==> src/rtl/idx_pkg.sv <==
package idx_pkg;

  localparam int unsigned NUM_BASE = 4;
  localparam int unsigned SEL_W    = 2;

  typedef enum logic [3:0] {
    K_OFS5, K_INC1, K_INC2, K_DEC1, K_DEC2, K_ZERO, K_ACCB, K_ACCA,
    K_OFS8, K_OFS16, K_ACCD, K_PC8, K_PC16, K_EXT, K_BAD
  } ea_kind_e;

  typedef enum logic [2:0] {
    S_IDLE, S_FETCH, S_CALC, S_RDH, S_RDL, S_DONE, S_ILL
  } seq_state_e;

  typedef struct packed {
    ea_kind_e         kind;
    logic             indirect;
    logic             illegal;
    logic [1:0]       nbytes;
    logic [SEL_W-1:0] base_sel;
  } pb_dec_t;

endpackage

==> src/rtl/idx_pb_decode.sv <==
module idx_pb_decode
  import idx_pkg::*;
(
  input  logic [7:0] pb_i,
  output pb_dec_t    dec_o
);

  always_comb begin
    dec_o.kind     = K_BAD;
    dec_o.indirect = pb_i[7] & pb_i[4];
    dec_o.illegal  = 1'b0;
    dec_o.nbytes   = 2'd0;
    dec_o.base_sel = pb_i[6:5];
    if (!pb_i[7]) begin
      dec_o.kind     = K_OFS5;
      dec_o.indirect = 1'b0;
    end else begin
      case (pb_i[3:0])
        4'h0: begin dec_o.kind = K_INC1; dec_o.illegal = pb_i[4]; end
        4'h1: dec_o.kind = K_INC2;
        4'h2: begin dec_o.kind = K_DEC1; dec_o.illegal = pb_i[4]; end
        4'h3: dec_o.kind = K_DEC2;
        4'h4: dec_o.kind = K_ZERO;
        4'h5: dec_o.kind = K_ACCB;
        4'h6: dec_o.kind = K_ACCA;
        4'h8: begin dec_o.kind = K_OFS8;  dec_o.nbytes = 2'd1; end
        4'h9: begin dec_o.kind = K_OFS16; dec_o.nbytes = 2'd2; end
        4'hB: dec_o.kind = K_ACCD;
        4'hC: begin dec_o.kind = K_PC8;   dec_o.nbytes = 2'd1; end
        4'hD: begin dec_o.kind = K_PC16;  dec_o.nbytes = 2'd2; end
        4'hF: begin
          dec_o.kind    = K_EXT;
          dec_o.nbytes  = 2'd2;
          dec_o.illegal = !(pb_i[4] && (pb_i[6:5] == 2'd0));
        end
        default: dec_o.illegal = 1'b1; // 7, A, E
      endcase
    end
    if (dec_o.illegal) dec_o.nbytes = 2'd0;
  end

endmodule

==> src/rtl/idx_ea_calc.sv <==
module idx_ea_calc
  import idx_pkg::*;
#(
  parameter int unsigned ADDR_W = 16,
  parameter int unsigned BYTE_W = 8
) (
  input  ea_kind_e              kind_i,
  input  logic [4:0]            ofs5_i,
  input  logic [ADDR_W-1:0]     base_i,
  input  logic [ADDR_W-1:0]     pc_i,
  input  logic [BYTE_W-1:0]     acc_a_i,
  input  logic [BYTE_W-1:0]     acc_b_i,
  input  logic [2*BYTE_W-1:0]   ofs_i,
  input  logic [1:0]            nbytes_i,
  output logic [ADDR_W-1:0]     addr_o,
  output logic                  wb_en_o,
  output logic [ADDR_W-1:0]     wb_val_o
);

  localparam int unsigned PAIR_W = 2 * BYTE_W;

  logic signed [4:0]        s5;
  logic signed [BYTE_W-1:0] sa, sb, s8;
  logic signed [PAIR_W-1:0] sd, s16;
  logic [ADDR_W-1:0]        x5, xa, xb, x8, xd, x16, pc_eff;

  assign s5  = ofs5_i;
  assign sa  = acc_a_i;
  assign sb  = acc_b_i;
  assign s8  = ofs_i[BYTE_W-1:0];
  assign sd  = {acc_a_i, acc_b_i};
  assign s16 = ofs_i;

  assign x5  = ADDR_W'(s5);
  assign xa  = ADDR_W'(sa);
  assign xb  = ADDR_W'(sb);
  assign x8  = ADDR_W'(s8);
  assign xd  = ADDR_W'(sd);
  assign x16 = ADDR_W'(s16);

  // PC relative uses the PC after the offset bytes
  assign pc_eff = pc_i + ADDR_W'(nbytes_i);

  always_comb begin
    addr_o   = base_i;
    wb_en_o  = 1'b0;
    wb_val_o = base_i;
    case (kind_i)
      K_OFS5:  addr_o = base_i + x5;
      K_INC1:  begin wb_en_o = 1'b1; wb_val_o = base_i + ADDR_W'(1); end
      K_INC2:  begin wb_en_o = 1'b1; wb_val_o = base_i + ADDR_W'(2); end
      K_DEC1:  begin addr_o = base_i - ADDR_W'(1); wb_en_o = 1'b1; wb_val_o = base_i - ADDR_W'(1); end
      K_DEC2:  begin addr_o = base_i - ADDR_W'(2); wb_en_o = 1'b1; wb_val_o = base_i - ADDR_W'(2); end
      K_ZERO:  addr_o = base_i;
      K_ACCB:  addr_o = base_i + xb;
      K_ACCA:  addr_o = base_i + xa;
      K_OFS8:  addr_o = base_i + x8;
      K_OFS16: addr_o = base_i + x16;
      K_ACCD:  addr_o = base_i + xd;
      K_PC8:   addr_o = pc_eff + x8;
      K_PC16:  addr_o = pc_eff + x16;
      K_EXT:   addr_o = ADDR_W'(ofs_i);
      default: addr_o = base_i;
    endcase
  end

endmodule

==> src/rtl/idx_postbyte_decoder.sv <==
module idx_postbyte_decoder
  import idx_pkg::*;
#(
  parameter int unsigned ADDR_W = 16,
  parameter int unsigned BYTE_W = 8
) (
  input  logic                         clk_i,
  input  logic                         rst_ni,
  input  logic                         start_i,
  input  logic [7:0]                   postbyte_i,
  input  logic [NUM_BASE*ADDR_W-1:0]   base_i,
  input  logic [ADDR_W-1:0]            pc_i,
  input  logic [BYTE_W-1:0]            acc_a_i,
  input  logic [BYTE_W-1:0]            acc_b_i,
  input  logic                         strm_valid_i,
  input  logic [BYTE_W-1:0]            strm_data_i,
  output logic                         strm_ready_o,
  output logic                         mem_req_o,
  output logic [ADDR_W-1:0]            mem_addr_o,
  input  logic                         mem_ack_i,
  input  logic [BYTE_W-1:0]            mem_data_i,
  output logic                         done_o,
  output logic [ADDR_W-1:0]            ea_o,
  output logic [1:0]                   nbytes_o,
  output logic                         wb_en_o,
  output logic [SEL_W-1:0]             wb_sel_o,
  output logic [ADDR_W-1:0]            wb_val_o,
  output logic                         illegal_o
);

  localparam int unsigned PAIR_W = 2 * BYTE_W;

  seq_state_e          state_q, state_d;
  pb_dec_t             dec_new, dec_q;
  logic [4:0]          ofs5_q;
  logic [ADDR_W-1:0]   base_q, pc_q, ea_q, wbv_q, calc_addr, calc_wbv, base_sel_val;
  logic [BYTE_W-1:0]   a_q, b_q, hi_q;
  logic [PAIR_W-1:0]   ofs_q;
  logic [1:0]          cnt_q;
  logic                wb_q, calc_wb;

  idx_pb_decode u_dec (
    .pb_i  (postbyte_i),
    .dec_o (dec_new)
  );

  assign base_sel_val = base_i[dec_new.base_sel*ADDR_W +: ADDR_W];

  idx_ea_calc #(.ADDR_W(ADDR_W), .BYTE_W(BYTE_W)) u_calc (
    .kind_i   (dec_q.kind),
    .ofs5_i   (ofs5_q),
    .base_i   (base_q),
    .pc_i     (pc_q),
    .acc_a_i  (a_q),
    .acc_b_i  (b_q),
    .ofs_i    (ofs_q),
    .nbytes_i (dec_q.nbytes),
    .addr_o   (calc_addr),
    .wb_en_o  (calc_wb),
    .wb_val_o (calc_wbv)
  );

  always_comb begin
    state_d = state_q;
    case (state_q)
      S_IDLE: if (start_i) begin
        if (dec_new.illegal)          state_d = S_ILL;
        else if (dec_new.nbytes != 0) state_d = S_FETCH;
        else                          state_d = S_CALC;
      end
      S_FETCH: if (strm_valid_i && (cnt_q + 2'd1 == dec_q.nbytes)) state_d = S_CALC;
      S_CALC:  state_d = dec_q.indirect ? S_RDH : S_DONE;
      S_RDH:   if (mem_ack_i) state_d = S_RDL;
      S_RDL:   if (mem_ack_i) state_d = S_DONE;
      default: state_d = S_IDLE;
    endcase
  end

  always_ff @(posedge clk_i or negedge rst_ni) begin
    if (!rst_ni) begin
      state_q <= S_IDLE;
      dec_q   <= '0;
      ofs5_q  <= '0;
      base_q  <= '0;
      pc_q    <= '0;
      a_q     <= '0;
      b_q     <= '0;
      ofs_q   <= '0;
      cnt_q   <= '0;
      ea_q    <= '0;
      wbv_q   <= '0;
      wb_q    <= 1'b0;
      hi_q    <= '0;
    end else begin
      state_q <= state_d;
      case (state_q)
        S_IDLE: if (start_i) begin
          dec_q  <= dec_new;
          ofs5_q <= postbyte_i[4:0];
          base_q <= base_sel_val;
          pc_q   <= pc_i;
          a_q    <= acc_a_i;
          b_q    <= acc_b_i;
          ofs_q  <= '0;
          cnt_q  <= '0;
          wb_q   <= 1'b0;
        end
        S_FETCH: if (strm_valid_i) begin
          ofs_q <= {ofs_q[BYTE_W-1:0], strm_data_i};
          cnt_q <= cnt_q + 2'd1;
        end
        S_CALC: begin
          ea_q  <= calc_addr;
          wb_q  <= calc_wb;
          wbv_q <= calc_wbv;
        end
        S_RDH: if (mem_ack_i) hi_q <= mem_data_i;
        S_RDL: if (mem_ack_i) ea_q <= ADDR_W'({hi_q, mem_data_i});
        default: ;
      endcase
    end
  end

  assign strm_ready_o = (state_q == S_FETCH);
  assign mem_req_o    = (state_q == S_RDH) || (state_q == S_RDL);
  assign mem_addr_o   = (state_q == S_RDL) ? ea_q + ADDR_W'(1) : ea_q;
  assign done_o       = (state_q == S_DONE);
  assign ea_o         = ea_q;
  assign nbytes_o     = dec_q.nbytes;
  assign wb_en_o      = done_o && wb_q;
  assign wb_sel_o     = dec_q.base_sel;
  assign wb_val_o     = wbv_q;
  assign illegal_o    = (state_q == S_ILL);

  a_r11_done_pulse: assert property (@(posedge clk_i) disable iff (!rst_ni)
    done_o |=> !done_o);

  a_r9_ill_pulse: assert property (@(posedge clk_i) disable iff (!rst_ni)
    illegal_o |=> !illegal_o);

  a_r9_ill_after_start: assert property (@(posedge clk_i) disable iff (!rst_ni)
    $rose(illegal_o) |-> $past(start_i));

  a_r7_req_hold: assert property (@(posedge clk_i) disable iff (!rst_ni)
    (mem_req_o && !mem_ack_i) |=> (mem_req_o && $stable(mem_addr_o)));

  a_r7_second_beat: assert property (@(posedge clk_i) disable iff (!rst_ni)
    (mem_req_o && mem_ack_i && state_q == S_RDH) |=>
      (mem_req_o && mem_addr_o == $past(mem_addr_o) + ADDR_W'(1)));

  a_r2_wb_with_done: assert property (@(posedge clk_i) disable iff (!rst_ni)
    wb_en_o |-> done_o);

  a_r5_no_overfetch: assert property (@(posedge clk_i) disable iff (!rst_ni)
    (strm_ready_o && strm_valid_i) |-> (cnt_q < dec_q.nbytes));

endmodule

==> config.mk <==
export PLATFORM = sky130hd
export DESIGN_NAME = idx_postbyte_decoder
export DESIGN_NICKNAME = d
export VERILOG_FILES = /design/src/rtl/idx_pkg.sv /design/src/rtl/idx_pb_decode.sv /design/src/rtl/idx_ea_calc.sv /design/src/rtl/idx_postbyte_decoder.sv
export SDC_FILE = /design/constraint.sdc
export NUM_CORES = 1
export LEC_CHECK = 0
export ABC_AREA = 1
export BUFFER_PORTS_ARGS = -buffer_cell sky130_fd_sc_hd__buf_2
export CAP_MARGIN = 40
export CORE_ASPECT_RATIO = 1.2
export CORE_MARGIN = 3
export CORE_UTILIZATION = 54
export CTS_BUF_LIST = sky130_fd_sc_hd__clkbuf_2 sky130_fd_sc_hd__clkbuf_4 sky130_fd_sc_hd__clkbuf_8
export DETAILED_ROUTE_END_ITERATION = 12
export GPL_TIMING_DRIVEN = 1
export PLACE_DENSITY = 0.77
export SYNTH_ARGS = -nofsm -noshare
export SYNTH_HDL_FRONTEND = slang
export SYNTH_HIERARCHICAL = 1
export SYNTH_SLANG_ARGS = --single-unit
==> constraint.sdc <==
create_clock -name clk_i -period 3.25 [get_ports clk_i]
set_input_delay 0.325 -clock clk_i [delete_from_list [all_inputs] [get_ports clk_i]]
set_output_delay 0.325 -clock clk_i [all_outputs]
set_load 0.05 [all_outputs]
==> reports/metrics.cfg <==
[outcome]
status = complete, but fails checks
failed_checks = setup timing

[global_route]
grt_start_max_net_pins = 78
grtUsageTotal_pct = 35.5
grt_pass1_vias = 13100
grt_pass1_wl_um = 67200
grt_remaining_overflow = 0
antenna_found_initial = 0

[routing]
wl_per_cell_um = 17.5
viasPerCell = 5.68
postRouteWirelength_um = 42600
ant_nets = 0
drc = 0
first_pass_iters = 8
vias = 13800
dr.first_iter.drc_count = 1288

[place]
place_area_um2 = 13600
place_inst = 2388
place.gp.congestion = 1.00
hpwlAfterDp_um = 33000
portBuffers = 181

[final_layout]
utilization_pct = 70.3
fin_area_um2 = 14900
fillers = 1849
multi_input_area_um2 = 8150
syn_to_final_growth_pct = 27.3
n_antenna_cell = 0
ff_latch_area_um2 = 3110
final_cells = 2432
nets = 2335
layout-drive-gt1-share_pct = 28.4

[logic_synthesis]
synth_area_leaders = dfrtp_1 (27%), nand2_1 (21%), ha_1 (6.1%), o21ai_0 (6.1%), nand3_1 (5.7%)
synth_ff_type = dfrtp_1
syn_area_per_cell_um2 = 6.29
syn_inst = 1855
synth_commonest_cells = nand2_1 (643), inv_1 (163), nor2_1 (163)
ys_async_sr_fraction_pct = 100
synth-edff-count = 0
yosysMostFrequentCell = nand2_1
synth_top_area_share_pct = 26.6
synth.ff_latch_count = 124
synth_area_leader_cell = dfrtp_1
yosys_warnings = 6
netlist_area_um2 = 11700
synth_cell_type_count = 57
syn_nets = 2041
seq_area_frac_synth_pct = 26.6

[power_and_ir_drop]
p_comb_share_pct = 73.6
p_int_mw = 7.54
power.density_nw_per_um2 = 1180
p_leak_nw = 7.66
switching_share_pct = 57.0
clockPowerShare_pct = 7.6
pwr-share-seq_pct = 18.7
peakVddDrop_uv = 857
switching_power_mw = 10.0

[die]
io-pin-count = 182
core-area_um2 = 21100
initial_core_util_pct = 55.2
die_y_um = 167
die_w_um = 140
die_area_um2 = 23400
row_count = 58

[timing]
max_freq_mhz = 293
rsz0062_at_grt = yes
skew_ns = 0.0210
max_slew.worst_pin.slew_ns = 0.810
post-route-period-util_pct = 105
finalHoldViolCount = 0
fin_setup_tns_ns = -0.806
setup_viol = 7
fin_ws_ns = -0.160
fin_crit_ns = 3.41
maxSlewViolCount = 0
max-slew-margin-rel_pct = 45.9

[worst_setup_path]
worst_ep_required_time_ns = 3.62
cp-end-kind = flop
reg2reg_slack_ns = -0.16
ff2ff_path_depth = 21
crit_type = reg2reg
crit_arrival_ns = 3.78
path_max_fanout = 4
cp-start-kind = flop

[min_path]
worstHoldPathType = in2reg
hold_depth = 3

[clock_network]
clock_latency_ns = 0.46
clk_pin_slew_ns = 0.09
htree_levels = 4
cts.path.max_buffers = 2
cts_tree = done
numCtsBuffers = 17
cts.sinks = 124
cts_root_buffer = clkbuf_8

[job]
drv_cap = 0

==> power groups by stage <==
stage / Sequential [mW] / Clock (mW) / Combinational, mW
CTS: 3.21 / 1.35 / 12.1
floorplan: 3.43 / 0 / 7.16
detailed placement: 3.21 / 0 / 11.5
global placement: 3.20 / 0 / 11.4
global route: 3.36 / 1.43 / 14.1
finish: 3.29 / 1.34 / 12.9
==> layout by cell type (no fill, tap or decap), drive strengths merged, types with 4 or more instances in the layout <==
cell	instances
nor4	7
nand3	136
nor2	178
o21ai	172
o2111ai	4
dfrtp	124
ha	57
nand4	18
a22oi	7
buf	338
xnor2	5
or2	5
fa	4
o21a	5
nor3	23
a21o	4
xor2	23
a21oi	88
clkinv	9
a31oi	16
o21bai	8
inv	196
o22ai	21
o211ai	12
nand3b	7
nand2	659
clkbuf	17
==> area by class of cell <==
type | instances | share of cell area (%)
clock buffers | 17 | 1.58
well taps | 270 | 2.27
flip-flops and latches | 124 | 20.9
multi-input cells | 1473 | 54.9
clock inverters | 15 | 0.927
repair buffers | 339 | 14.4
inverters | 194 | 5.00
==> flip-flops by register name (all words and copies together) (netlist names), 3 cells and up <==
name	flops
a_q	8
b_q	8
base_q	16
dec_q	5
ea_o	16
hi_q	8
ofs5_q	5
ofs_q	16
pc_q	16
state_q	3
wb_val_o	16
==> timing repair <==
item,CTS,global route
setup buffers,7,5
endpoints found under the setup margin,13,14
endpoints found under the hold margin,47,0
hold buffers,1,0
pin swaps,55,42
resized for setup,120,109
==> final timing paths <==
check | from | endpoint
min | acc_b_i[5] | b_q[5]
min in group asynchronous | rst_ni | state_q[1]
max in group asynchronous | rst_ni | pc_q[12]
min reg2reg | hi_q[3] | hi_q[3]
max | pc_q[0] | ea_o[15]
max reg2reg | pc_q[0] | ea_o[15]
==> cells by family (layout without fill, tap and decap cells) <==
group                    Yosys count  after routing  synth area share [%]
AND/OR/NAND/NOR                 1036           1036                  37.5
AO/OA/AOI/OAI                    348            348                  17.2
buffers and inverters            258            565                  9.78
flip-flops                       124            124                  26.6
adder cells (fa/ha/maj)           61             61                  6.80
XOR/XNOR                          28             28                  2.10
==> through the flow <==
step	setup slack, ns	hold WS, ns	total power [mW]
CTS	-0.180	0.0418	16.6
finish	-0.160	0.0497	17.6
global placement	-0.341	0.369	14.6
global route	-0.374	0.0443	18.9
detailed placement	-0.481	0.374	14.7
floorplan	0.0140	0.0294	10.6
==> routing by layer <==
layer,track usage (%),share of wire (%),vias up,routed length (um)
met2,61.1,49,659,20900
li1,-,-,6689,-
met4,14.5,4.4,0,1880
met3,6.06,8.3,142,3540
met1,44.0,38,6321,16300
met5,0,0,-,0
==> critical path, stage by stage (launching register included) <==
cell     delay [ns]
dfrtp_1        0.37
ha_2           0.20
inv_2          0.04
fa_2           0.36
nor2_4         0.12
nand3_4        0.09
nor2_4         0.12
buf_4          0.13
nand3_1        0.11
xor2_2         0.19
buf_4          0.15
o21ai_4        0.16
ha_4           0.24
a21oi_1        0.16
nand2_1        0.09
a21oi_1        0.20
nand2_2        0.10
nand3_1        0.08
nand3_1        0.07
nand4_1        0.11
nand2_1        0.06
a31oi_1        0.17
Note: power is estimated with default switching activity, not from simulation.
